--- config.mk ---
export PLATFORM = sky130hd
export DESIGN_NAME = uart_irq_ctrl
export DESIGN_NICKNAME = d
export VERILOG_FILES = /design/src/rtl/uart_irq_pkg.sv /design/src/rtl/uart_irq_regif.sv /design/src/rtl/uart_irq_status.sv /design/src/rtl/uart_irq_enable.sv /design/src/rtl/uart_irq_lines.sv /design/src/rtl/uart_irq_ctrl.sv
export SDC_FILE = /design/constraint.sdc
export NUM_CORES = 1
export LEC_CHECK = 0
export ABC_CLOCK_PERIOD_IN_PS = 1150
export BUFFER_PORTS_ARGS = -buffer_cell sky130_fd_sc_hd__buf_4
export CAP_MARGIN = 20
export CORE_UTILIZATION = 46
export CTS_CLUSTER_SIZE = 16
export DETAILED_ROUTE_END_ITERATION = 12
export PLACE_DENSITY = 0.76
export SLEW_MARGIN = 30
export SYNTH_ARGS = -nofsm -noshare
export SYNTH_HDL_FRONTEND = slang
export SYNTH_HIERARCHICAL = 1
export SYNTH_SLANG_ARGS = --single-unit
--- constraint.sdc ---
create_clock -name clk -period 1.15 [get_ports clk]
set_input_delay 0.0575 -clock clk [delete_from_list [all_inputs] [get_ports clk]]
set_output_delay 0.0575 -clock clk [all_outputs]
set_load 0.005 [all_outputs]
--- src/rtl/uart_irq_pkg.sv ---
package uart_irq_pkg;

    localparam int NUM_SRC = 11;
    localparam int NUM_OUT = 6;

    // status bit positions
    localparam int B_RING    = 0;
    localparam int B_CTS     = 1;
    localparam int B_DCD     = 2;
    localparam int B_DSR     = 3;
    localparam int B_RX      = 4;
    localparam int B_TX      = 5;
    localparam int B_TIMEOUT = 6;
    localparam int B_FRAME   = 7;
    localparam int B_PARITY  = 8;
    localparam int B_BREAK   = 9;
    localparam int B_OVERRUN = 10;

    typedef logic [NUM_SRC-1:0] src_vec_t;
    typedef logic [NUM_OUT-1:0] irq_vec_t;

    function automatic src_vec_t bit_at(input int pos);
        src_vec_t v;
        v = '0;
        v[pos] = 1'b1;
        return v;
    endfunction

    // group covered by each output line, in output order
    function automatic src_vec_t line_group(input int line);
        src_vec_t g;
        case (line)
            0:       g = '1;
            1:       g = bit_at(B_RX);
            2:       g = bit_at(B_TX);
            3:       g = bit_at(B_TIMEOUT);
            4:       g = bit_at(B_RING) | bit_at(B_CTS) | bit_at(B_DCD) | bit_at(B_DSR);
            default: g = bit_at(B_FRAME) | bit_at(B_PARITY) | bit_at(B_BREAK) | bit_at(B_OVERRUN);
        endcase
        return g;
    endfunction

endpackage

--- src/rtl/uart_irq_regif.sv ---
module uart_irq_regif
    import uart_irq_pkg::*;
#(
    parameter int                ADDR_W      = 8,
    parameter int                DATA_W      = 16,
    parameter logic [ADDR_W-1:0] ADDR_DATA   = ADDR_W'(0),
    parameter logic [ADDR_W-1:0] ADDR_ENABLE = ADDR_W'(14),
    parameter logic [ADDR_W-1:0] ADDR_RAW    = ADDR_W'(15),
    parameter logic [ADDR_W-1:0] ADDR_MASKED = ADDR_W'(16),
    parameter logic [ADDR_W-1:0] ADDR_CLEAR  = ADDR_W'(17)
) (
    input  logic              clk,
    input  logic              rst_n,
    input  logic              wr_i,
    input  logic              rd_i,
    input  logic [ADDR_W-1:0] addr_i,
    input  src_vec_t          wdata_i,
    input  src_vec_t          status_i,
    input  src_vec_t          enable_i,
    output logic              tx_set_o,
    output logic              en_we_o,
    output src_vec_t          en_val_o,
    output src_vec_t          clr_mask_o,
    output logic [DATA_W-1:0] rdata_o
);

    typedef struct packed {
        logic [DATA_W-1:0] rdata;
    } rif_state_t;

    rif_state_t st_d, st_q;
    src_vec_t   rd_word;

    // write decode
    always_comb begin
        tx_set_o   = wr_i && (addr_i == ADDR_DATA);
        en_we_o    = wr_i && (addr_i == ADDR_ENABLE);
        en_val_o   = wdata_i;
        clr_mask_o = (wr_i && (addr_i == ADDR_CLEAR)) ? wdata_i : '0;
    end

    // read mux and next state
    always_comb begin
        if (addr_i == ADDR_ENABLE)      rd_word = enable_i;
        else if (addr_i == ADDR_RAW)    rd_word = status_i;
        else if (addr_i == ADDR_MASKED) rd_word = status_i & enable_i;
        else                            rd_word = '0;

        st_d = st_q;
        if (rd_i) st_d.rdata = DATA_W'(rd_word);
    end

    always_ff @(posedge clk or negedge rst_n) begin
        if (!rst_n) st_q <= '0;
        else        st_q <= st_d;
    end

    assign rdata_o = st_q.rdata;

    // read data only moves on a read strobe
    a_r6_rdata_hold: assert property (@(posedge clk) disable iff (!rst_n)
        !rd_i |=> $stable(rdata_o));

    // bits above the status width always read zero
    a_r6_upper_zero: assert property (@(posedge clk) disable iff (!rst_n)
        (rdata_o >> NUM_SRC) == '0);

    // a transmit set only comes from a write strobe
    a_r2_tx_needs_write: assert property (@(posedge clk) disable iff (!rst_n)
        tx_set_o |-> wr_i);

endmodule

--- src/rtl/uart_irq_status.sv ---
module uart_irq_status
    import uart_irq_pkg::*;
(
    input  logic     clk,
    input  logic     rst_n,
    input  src_vec_t set_i,
    input  src_vec_t clr_i,
    output src_vec_t status_o
);

    typedef struct packed {
        src_vec_t raw;
    } sts_state_t;

    sts_state_t st_d, st_q;

    always_comb begin
        st_d     = st_q;
        // set applied after clear, so set wins on a collision
        st_d.raw = (st_q.raw & ~clr_i) | set_i;
    end

    always_ff @(posedge clk or negedge rst_n) begin
        if (!rst_n) st_q <= '0;
        else        st_q <= st_d;
    end

    assign status_o = st_q.raw;

    // every pulsed bit is set after the edge
    a_r1_set_lands: assert property (@(posedge clk) disable iff (!rst_n)
        (|set_i) |=> ((status_o & $past(set_i)) == $past(set_i)));

    // a cleared bit without a set is low after the edge
    a_r3_clear_lands: assert property (@(posedge clk) disable iff (!rst_n)
        (|clr_i) |=> ((status_o & $past(clr_i & ~set_i)) == '0));

    // bits neither set nor cleared keep their value
    a_r3_others_kept: assert property (@(posedge clk) disable iff (!rst_n)
        1'b1 |=> (((status_o ^ $past(status_o)) & ~$past(set_i | clr_i)) == '0));

    // set beats clear on the same bit
    a_r4_set_wins: assert property (@(posedge clk) disable iff (!rst_n)
        (|(set_i & clr_i)) |=> ((status_o & $past(set_i & clr_i)) == $past(set_i & clr_i)));

endmodule

--- src/rtl/uart_irq_enable.sv ---
module uart_irq_enable
    import uart_irq_pkg::*;
(
    input  logic     clk,
    input  logic     rst_n,
    input  logic     we_i,
    input  src_vec_t val_i,
    output src_vec_t enable_o
);

    typedef struct packed {
        src_vec_t mask;
    } en_state_t;

    en_state_t st_d, st_q;

    always_comb begin
        st_d = st_q;
        if (we_i) st_d.mask = val_i;
    end

    always_ff @(posedge clk or negedge rst_n) begin
        if (!rst_n) st_q <= '0;
        else        st_q <= st_d;
    end

    assign enable_o = st_q.mask;

    // a write loads the mask
    a_r5_enable_load: assert property (@(posedge clk) disable iff (!rst_n)
        we_i |=> (enable_o == $past(val_i)));

    // without a write the mask holds
    a_r10_enable_hold: assert property (@(posedge clk) disable iff (!rst_n)
        !we_i |=> $stable(enable_o));

endmodule

--- src/rtl/uart_irq_lines.sv ---
module uart_irq_lines
    import uart_irq_pkg::*;
(
    input  logic     clk,
    input  logic     rst_n,
    input  src_vec_t status_i,
    input  src_vec_t enable_i,
    output irq_vec_t irq_o
);

    typedef struct packed {
        irq_vec_t lines;
    } ln_state_t;

    ln_state_t st_d, st_q;
    src_vec_t  pending;
    irq_vec_t  line_hit;

    assign pending = status_i & enable_i;

    for (genvar g = 0; g < NUM_OUT; g++) begin : g_line
        localparam src_vec_t GMASK = line_group(g);
        assign line_hit[g] = |(pending & GMASK);
    end

    always_comb begin
        st_d       = st_q;
        st_d.lines = line_hit;
    end

    always_ff @(posedge clk or negedge rst_n) begin
        if (!rst_n) st_q <= '0;
        else        st_q <= st_d;
    end

    assign irq_o = st_q.lines;

    // any narrow line implies the combined line
    a_r7_combined_covers: assert property (@(posedge clk) disable iff (!rst_n)
        (|irq_o[NUM_OUT-1:1]) |-> irq_o[0]);

    // outputs only move one cycle after an input change
    a_r8_registered: assert property (@(posedge clk) disable iff (!rst_n)
        ($stable(status_i) && $stable(enable_i)) |=> $stable(irq_o));

    // nothing pending, nothing raised next cycle
    a_r9_quiet_when_empty: assert property (@(posedge clk) disable iff (!rst_n)
        (pending == '0) |=> (irq_o == '0));

endmodule

--- src/rtl/uart_irq_ctrl.sv ---
module uart_irq_ctrl
    import uart_irq_pkg::*;
#(
    parameter int ADDR_W = 8,
    parameter int DATA_W = 16
) (
    input  logic              clk,
    input  logic              rst_n,
    input  logic [10:0]       src_set_i,
    input  logic              bus_wr_i,
    input  logic              bus_rd_i,
    input  logic [ADDR_W-1:0] bus_addr_i,
    input  logic [DATA_W-1:0] bus_wdata_i,
    output logic [DATA_W-1:0] bus_rdata_o,
    output logic [5:0]        irq_o
);

    src_vec_t status, enable, en_val, clr_mask, set_all;
    logic     tx_set, en_we;
    logic     unused_wdata_hi;

    assign unused_wdata_hi = ^bus_wdata_i;

    assign set_all = src_set_i | (tx_set ? bit_at(B_TX) : '0);

    uart_irq_regif #(
        .ADDR_W (ADDR_W),
        .DATA_W (DATA_W)
    ) u_regif (
        .clk        (clk),
        .rst_n      (rst_n),
        .wr_i       (bus_wr_i),
        .rd_i       (bus_rd_i),
        .addr_i     (bus_addr_i),
        .wdata_i    (bus_wdata_i[NUM_SRC-1:0]),
        .status_i   (status),
        .enable_i   (enable),
        .tx_set_o   (tx_set),
        .en_we_o    (en_we),
        .en_val_o   (en_val),
        .clr_mask_o (clr_mask),
        .rdata_o    (bus_rdata_o)
    );

    uart_irq_status u_status (
        .clk      (clk),
        .rst_n    (rst_n),
        .set_i    (set_all),
        .clr_i    (clr_mask),
        .status_o (status)
    );

    uart_irq_enable u_enable (
        .clk      (clk),
        .rst_n    (rst_n),
        .we_i     (en_we),
        .val_i    (en_val),
        .enable_o (enable)
    );

    uart_irq_lines u_lines (
        .clk      (clk),
        .rst_n    (rst_n),
        .status_i (status),
        .enable_i (enable),
        .irq_o    (irq_o)
    );

    // a data-word write raises transmit on the next edge
    a_r2_tx_from_write: assert property (@(posedge clk) disable iff (!rst_n)
        (bus_wr_i && bus_addr_i == '0) |=> status[B_TX]);

endmodule

# After elaboration in Yosys (flattened, before gate mapping)
# Index checks and enable logic that the tools add are counted.
dict set report totals {
  output_inout_bits 22
  regBits 39
  input_bits 39
  wordCells 25
}
dict set report op_classes {
  muxes 5
  bitwise_logic 5
  n_eq_ne 4
  reduce_logical 7
}
# op count
set ops {}
lappend ops {{$mux 11} 4}
lappend ops {{$and 11x11->11} 2}
lappend ops {{$eq 8x4->1 const B} 2}
lappend ops {{$eq 8x5->1 const B} 2}
lappend ops {{$not 11->11} 1}
lappend ops {{$or 11x11->11} 1}
lappend ops {{$or 11x6->11} 1}
lappend ops {{$reduce_or 11->1} 1}
lappend ops {{$logic_not 8->1} 1}
lappend ops {{$reduce_or 4->1} 2}
lappend ops {{$mux 6} 1}
lappend ops {{$logic_and 1x1->1} 3}

# Longest topological paths before layout
# Gate-level depths: netlist of run 1.
dict set report logic_depth {
  depth_word 6
  ltp_mapped 7
  depth_no_buf 6
}

# By module
# The synthesis of run 1 kept the hierarchy.
# mod cells_per_inst instances area_each_um2
set modules_own_cells {}
lappend modules_own_cells {uart_irq_regif 116 1 918.4}
lappend modules_own_cells {uart_irq_enable 23 1 447.9}
lappend modules_own_cells {uart_irq_status 33 1 399.1}
lappend modules_own_cells {uart_irq_lines 17 1 230.2}
lappend modules_own_cells {uart_irq_ctrl 1 1 6.3}

# Worst setup path after synthesis of run 1
# No wires, ideal clock.
dict set report synth_path {
  path_type {input-to-reg}
  start {in bus_addr_i[7]}
  end {reg u_enable.st_q (netlist bit u_enable/enable_o[0])}
  cell_stages 6
  slack_ns -0.559
  setup_ns 0.125
  path_buffers 2
  t_arrival_ns 1.584
  cell_sequence {or4_4 nor2_1 buf_2 and2_1 buf_6 mux2_4}
}
dict set report synth_between {
  elab_chain_len 2
}
# item line
set synth_lines {}
lappend synth_lines {{start, declared} uart_irq_ctrl.sv:12} ;# input logic [ADDR_W-1:0] bus_addr_i,
lappend synth_lines {{$eq 8x4->1} uart_irq_regif.sv:37} ;# en_we_o = wr_i && (addr_i == ADDR_ENABLE);
lappend synth_lines {{$logic_and 1x1->1} uart_irq_regif.sv:37}
lappend synth_lines {{named net en_we} uart_irq_ctrl.sv:19} ;# logic tx_set, en_we;
lappend synth_lines {{end signal, assigned} uart_irq_enable.sv:24} ;# else st_q <= st_d;
lappend synth_lines {{end, declared} uart_irq_enable.sv:15} ;# en_state_t st_d, st_q;
# The timed path passes the listed nets, and every way through them passes these cells.
# A chain may end at the register's enable or synchronous reset.

# Worst setup path after layout of run 1
dict set report layout_path {
  start {reg u_enable.st_q (netlist bit u_enable/enable_o[4])}
  end {reg u_lines.st_q (netlist bit u_lines/irq_o[0])}
}
dict set report layout_between {
  elab_chain_len 2
}
# item line
set layout_lines {}
lappend layout_lines {{$and 11x11->11} uart_irq_lines.sv:19} ;# assign pending = status_i & enable_i;
lappend layout_lines {{named net u_lines.line_hit[1]} uart_irq_lines.sv:17} ;# irq_vec_t line_hit;
lappend layout_lines {{$reduce_or 11->1} uart_irq_lines.sv:23} ;# assign line_hit[g] = |(pending & GMASK);
lappend layout_lines {{named net u_lines.line_hit[0]} uart_irq_lines.sv:17}
lappend layout_lines {{end signal, assigned} uart_irq_lines.sv:33} ;# else st_q <= st_d;
lappend layout_lines {{end, declared} uart_irq_lines.sv:15} ;# ln_state_t st_d, st_q;
# The timed path passes the listed nets, and every way through them passes these cells.

==> results of run 1 <==
where the power goes:
group          leakage, nW  internal (mW)  total, mW  switching (mW)
Combinational        0.861          0.241      0.404           0.163
Sequential           0.482           1.42       1.44          0.0206
Clock               0.0470          0.470      0.920           0.450
worst min-delay path by stage:
stage,start,to,slack (ps),cells after the start
after floorplan,rst_n,u_enable/enable_o[0]$_DFFE_PN0P_,-240,0
after global placement,rst_n,u_status/status_o[2]$_DFF_PN0_,60,1
after detailed placement,rst_n,u_lines/irq_o[4]$_DFF_PN0_,60,1
after CTS,bus_wdata_i[3],u_enable/enable_o[3]$_DFFE_PN0P_,0.7,2
after global routing,bus_wdata_i[3],u_enable/enable_o[3]$_DFFE_PN0P_,3,2
final,bus_wdata_i[1],u_enable/enable_o[1]$_DFFE_PN0P_,10,2
cells by family (layout without fill, tap and decap cells):
| family | count (synthesis) | in the layout | share of synthesized area [%] |
|---|---|---|---|
| other | 1 | 5 | 0.187 |
| DFF | 39 | 39 | 48.8 |
| muxes | 11 | 11 | 8.06 |
| and+or+nand+nor | 55 | 56 | 17.0 |
| buffers and inverters | 36 | 116 | 10.9 |
| AOI/OAI and AO/OA | 48 | 48 | 15.1 |
metrics by stage:
| step | hold WS [ps] | TNS, ps |
|---|---|---|
| 3_3_place_gp | 55.7 | -11620 |
| 5_1_grt | 3.46 | -1300 |
| 6_report | 10.4 | -1040 |
| 3_5_place_dp | 57.4 | -12100 |
| 4_1_cts | 0.687 | -1050 |
| 2_1_floorplan | -238 | -6430 |
what timing repair did:
item / in CTS / in global routing
pin swaps: 14 / 12
cloned: 2 / 0
gates resized for setup: 15 / 19
hold endpoints to repair: 51 / 0
hold buffers: 13 / 0
endpoints found under the setup margin: 23 / 33
buffers inserted: 1 / 0
routing by layer:
layer	up-vias	global-route usage, %
met5	-	0
met4	0	9.11
met3	11	7.00
met2	44	36.2
met1	777	28.9
li1	808	-
sequential cells by signal, summed over array words and instances (netlist names):
signal	count
u_enable/enable_o	11
u_status/status_o	11
u_lines/irq_o	6
u_regif/rdata_o	11
area by class of cell:
class | instances | area, um^2
clock buffers | 6 | 82.6
clock inverters | 1 | 5.00
fillers | 324 | 1160
inverters | 11 | 41.3
multi-input cells | 120 | 961
flip-flops and latches | 39 | 976
well taps | 50 | 62.6
repair buffers | 98 | 796
cells in the mapped netlist:
master / n / area share (%)
a22oi_1: 2 / 0.75
buf_1: 1 / 0.19
or4b_4: 1 / 0.69
nand2_1: 3 / 0.56
nand4b_1: 1 / 0.44
buf_4: 17 / 6.4
nand4_1: 1 / 0.31
dfrtp_1: 39 / 49
or2_1: 3 / 0.94
nand3_1: 12 / 3.0
buf_2: 1 / 0.25
a31oi_1: 11 / 3.4
a21oi_1: 11 / 2.7
nor3b_4: 1 / 0.94
buf_6: 2 / 1.1
o21ai_0: 1 / 0.25
inv_1: 11 / 2.1
conb_1: 1 / 0.19
and2_1: 15 / 4.7
mux2_4: 10 / 7.5
nor2b_1: 11 / 3.4
mux2_2: 1 / 0.56
a22oi_2: 2 / 1.2
clkbuf_4: 1 / 0.38
nor2_1: 3 / 0.56
o21ai_1: 10 / 2.5
or4_1: 1 / 0.38
nor3_1: 2 / 0.50
or4_4: 1 / 0.56
a21o_1: 11 / 4.1
clkbuf_1: 3 / 0.56
worst reg2reg max path: stages, from the launching register on:
cell and delay [ps]:
dfrtp_1 390, and2_4 160, or2_1 210, or4_1 490
==> results.toml, run 1 <==
[critical_path]
path_cells = "and2_4 -> or2_1 -> or4_1"
crit_required_ps = 1310
reg2reg_depth = 3
arrival_ps = 1530
worst-path-stages = 3
crit_end = "u_lines/irq_o[0]$_DFF_PN0_"
r2r-end = "u_lines/irq_o[0]$_DFF_PN0_"
crit_family = "simple AND/OR/NAND/NOR gates"
reg2reg_slack_ps = -220
critPathBufInv = 0
r2r_start = "u_enable/enable_o[4]$_DFFE_PN0P_"
start_kind = "register"
crit_path_max_fanout = 2
crit_path_start = "u_enable/enable_o[4]$_DFFE_PN0P_"
cpPeakStageDelay_ps = 490
slowest_stage = "or4_1"
endpoint_kind = "register"
path_class = "reg2reg"

[synthesis]
synth_area_per_cell_um2 = 10.5
seq_area_frac_synth_pct = 48.8
yosysUniqueCellTypes = 31
ys_warn_count = 6
netlist_instances = 190
netlist_area_um2 = 2000
ys_ff_latch = 39

[cells_and_area]
final_common_cell = "buf_4"
fin_cells = 325
layout_common_cells = "buf_4 (76), dfrtp_1 (39), dlygate4sd3_1 (13)"
synthToLayoutAreaGrowth_pct = 46.1
drive_gt1_share_pct = 52.0
nets = 314
final_area_um2 = 2920
antenna_cells = 0
final_util_pct = 71.6

[flow_run]
drv_cap = 0

[hold_path]
hold_class = "in2reg"

[clock_tree]
clk_pin_slew_ps = 70
insertion_delay_ps = 290
cts_root_buf = "clkbuf_8"
cts_buffer_depth = 2
numCtsBuffers = 5
cts_tree = "built"
cts_sinks = 39
h-tree-depth = 2

[global_routing]
antenna_found_initial = 0
grt_overflow = 0
grt_pass1_vias = 1589
grt.total_usage_pct = 22.8
grt_max_degree = 40
grt_pass1_wl_um = 7620

[timing]
max_freq_mhz = 729
final.setup.worst_slack_ps = -222
slew_violations = 0
clock_skew_ps = 2.21
finalSetupViolations = 22
grt_setup_unrepaired = "true"
hold_viol_final = 0
final.min_clock_period_ps = 1370
finalCritPeriodShare_pct = 119

[routing]
drt-total-wl_um = 4800
post_drt_wl_per_cell_um = 14.8
drt_iter0_drc = 102
vias = 1640
wl_met3_um = 222
wl_met1_um = 2180
postRouteAntennaNets = 0
via_per_inst = 5.05
top_layer = "met4"
drtPass1Iterations = 4
route.detailed.drc = 0
wl_met2_um = 2310

[pwr]
power_density_nw_per_um2 = 945
power.leakage_nw = 1.39
power_mw = 2.76
ir_drop_v = 0.000520

[placed_design]
place_congestion = 0.783
placed_cells = 302
port_buffers = 50
hpwlAfterDp_um = 3200
placed_cell_area_um2 = 2590
place_ws_ps = -450

[floorplan]
ioPinCount = 61
rows = 23
dieArea_um2 = 4620
coreArea_um2 = 4090
die_x_um = 68.0
fp.dieH_um = 68.0
initial_utilization_pct = 49.0

[outcome]
outcome = "finished with violations"
violations = "negative setup slack"
(Power assumes the default switching activity.)
==> run 2: changes to the inputs <==
--- a/config.mk
+++ b/config.mk
@@ -17,3 +17,4 @@
 export SYNTH_HDL_FRONTEND = slang
 export SYNTH_HIERARCHICAL = 1
 export SYNTH_SLANG_ARGS = --single-unit
+export TNS_END_PERCENT = 30
==> run 2 against run 1 <==
Effect of this change: the run still ends with negative setup slack left; sequential power about the same; global-route usage increased by 0.57 points; sequential share of layout area increased by 0.19 points; first-iteration DRC count increased by 8.8%; fmax decreased by 0.51%; sequential cell count unchanged; clock power increased by 28%; power increased by 9.3%; non-clock buffer count increased by 4; register-to-register slack about the same; via count increased by 2.0%; highest routed layer unchanged.
==> results.toml, run 2 (synthesis results as in run 1) <==
[routing]
post_drt_wl_per_cell_um = 14.5
drt-total-wl_um = 4780
wl_met1_um = 2130
route.detailed.drc = 0
top_layer = "met4"
drt_iter0_drc = 111
postRouteAntennaNets = 0
vias = 1673
wl_met2_um = 2400
drtPass1Iterations = 4
via_per_inst = 5.07
wl_met3_um = 206

[pwr]
power.leakage_nw = 1.36
ir_drop_v = 0.000699
power_density_nw_per_um2 = 1040
power_mw = 3.02

[critical_path]
path_class = "reg2reg"
crit_required_ps = 1310
path_cells = "a22oi_2 -> nand2_2 -> or4_4"
arrival_ps = 1540
slowest_stage = "or4_4"
cpPeakStageDelay_ps = 530
start_kind = "register"
endpoint_kind = "register"
crit_path_max_fanout = 2

[floorplan]
initial_utilization_pct = 49.0
dieArea_um2 = 4620
rows = 23
die_x_um = 68.0
coreArea_um2 = 4090
fp.dieH_um = 68.0
ioPinCount = 61

[flow_run]
drv_cap = 0

[timing]
finalSetupViolations = 15
fin_tns_setup_ps = -1350
max_freq_mhz = 725
finalCritPeriodShare_pct = 120
slew_violations = 0
final.setup.worst_slack_ps = -229
final.min_clock_period_ps = 1380
hold_viol_final = 0
clock_skew_ps = 5.33
grt_setup_unrepaired = "true"

[cells_and_area]
antenna_cells = 0
nFillCells = 307
drive_gt1_share_pct = 42.1
synthToLayoutAreaGrowth_pct = 45.3
final_common_cell = "buf_4"
layout_common_cells = "buf_4 (78), dfrtp_1 (39), dlygate4sd3_1 (16)"
nets = 318

[placed_design]
place_congestion = 0.741
hpwlAfterDp_um = 3090
port_buffers = 50

[clock_tree]
cts_tree = "built"
insertion_delay_ps = 290
h-tree-depth = 2
clk_pin_slew_ps = 80
numCtsBuffers = 5
cts_root_buf = "clkbuf_8"
cts_sinks = 39
cts_buffer_depth = 2

[global_routing]
grt_pass1_wl_um = 7890
grt_overflow = 0
grt_max_degree = 40
grt_pass1_vias = 1701
grt.total_usage_pct = 23.4
antenna_found_initial = 0

[outcome]
outcome = "finished with violations"
violations = "negative setup slack"

[hold_path]
hold_class = "in2reg"
[run 2: cell count changes in the layout (fill, tap and decap cells not counted), sizes merged]
cell	before	now
or2	3	4
bufinv	0	1
dlygate4sd3	13	16
buf	85	86
and2	16	15
[run 2: final timing paths]
path / start / end / slack [ps] / cells after the start
max reg2reg: u_enable/enable_o[0]$_DFFE_PN0P_ / u_lines/irq_o[0]$_DFF_PN0_ / -230 / 3
max: u_enable/enable_o[0]$_DFFE_PN0P_ / u_lines/irq_o[0]$_DFF_PN0_ / -230 / 3
min in group asynchronous: rst_n / u_status/status_o[4]$_DFF_PN0_ / 270 / 2
min reg2reg: u_enable/enable_o[4]$_DFFE_PN0P_ / u_lines/irq_o[1]$_DFF_PN0_ / 520 / 1
min: bus_wdata_i[9] / u_enable/enable_o[9]$_DFFE_PN0P_ / 8 / 2
max in group asynchronous: rst_n / u_status/status_o[0]$_DFF_PN0_ / 540 / 2
[run 2: area by class of cell]
class	count	area, um^2	area share (%)
repair buffers	102	845	29.0
clock inverters	2	35.0	1.20
flip-flops and latches	39	976	33.6
clock buffers	6	82.6	2.84
multi-input cells	120	866	29.8
well taps	50	62.6	2.15
inverters	11	41.3	1.42
[run 2: critical path: cells and delay by family, from the launching register on]
| family | cells | cell delay, ps |
|---|---|---|
| AO/OA/AOI/OAI | 1 | 230 |
| flip-flops | 1 | 410 |
| AND/OR/NAND/NOR | 2 | 610 |
[run 2: where the power goes]
part | internal, mW | total (mW) | switching [mW] | leakage (nW)
combinational | 0.251 | 0.409 | 0.158 | 0.818
clock | 0.702 | 1.18 | 0.474 | 0.0612
sequential | 1.42 | 1.44 | 0.0192 | 0.482
total | 2.37 | 3.02 | 0.651 | 1.36
[run 2: repair_timing]
action,in CTS,in global routing
gates resized for setup,10,9
hold endpoints to repair,54,0
setup endpoints to repair,34,33
pin swaps,6,5
buffers inserted,4,1
hold buffers,16,0
cloned,2,0
[run 2: routing by layer]
layer  vias to the layer above  track usage, %
met5                         -               0
met4                         0            6.51
met1                       805            30.2
met3                         7            4.00
met2                        48            40.1
li1                        813               -
[run 2: through the flow]
step | util, % | std cells | instance area, um^2 | hold slack [ps] | setup WS (ps)
2_1_floorplan | - | 194 | 2040 | -238 | -408
3_3_place_gp | 61.5 | 299 | 2510 | 54.0 | -429
3_5_place_dp | 61.5 | 299 | 2510 | 51.8 | -469
4_1_cts | 70.4 | 329 | 2880 | 0.0397 | -220
5_1_grt | 71.2 | 330 | 2910 | 0.276 | -280
6_report | 71.2 | 330 | 2910 | 8.38 | -229
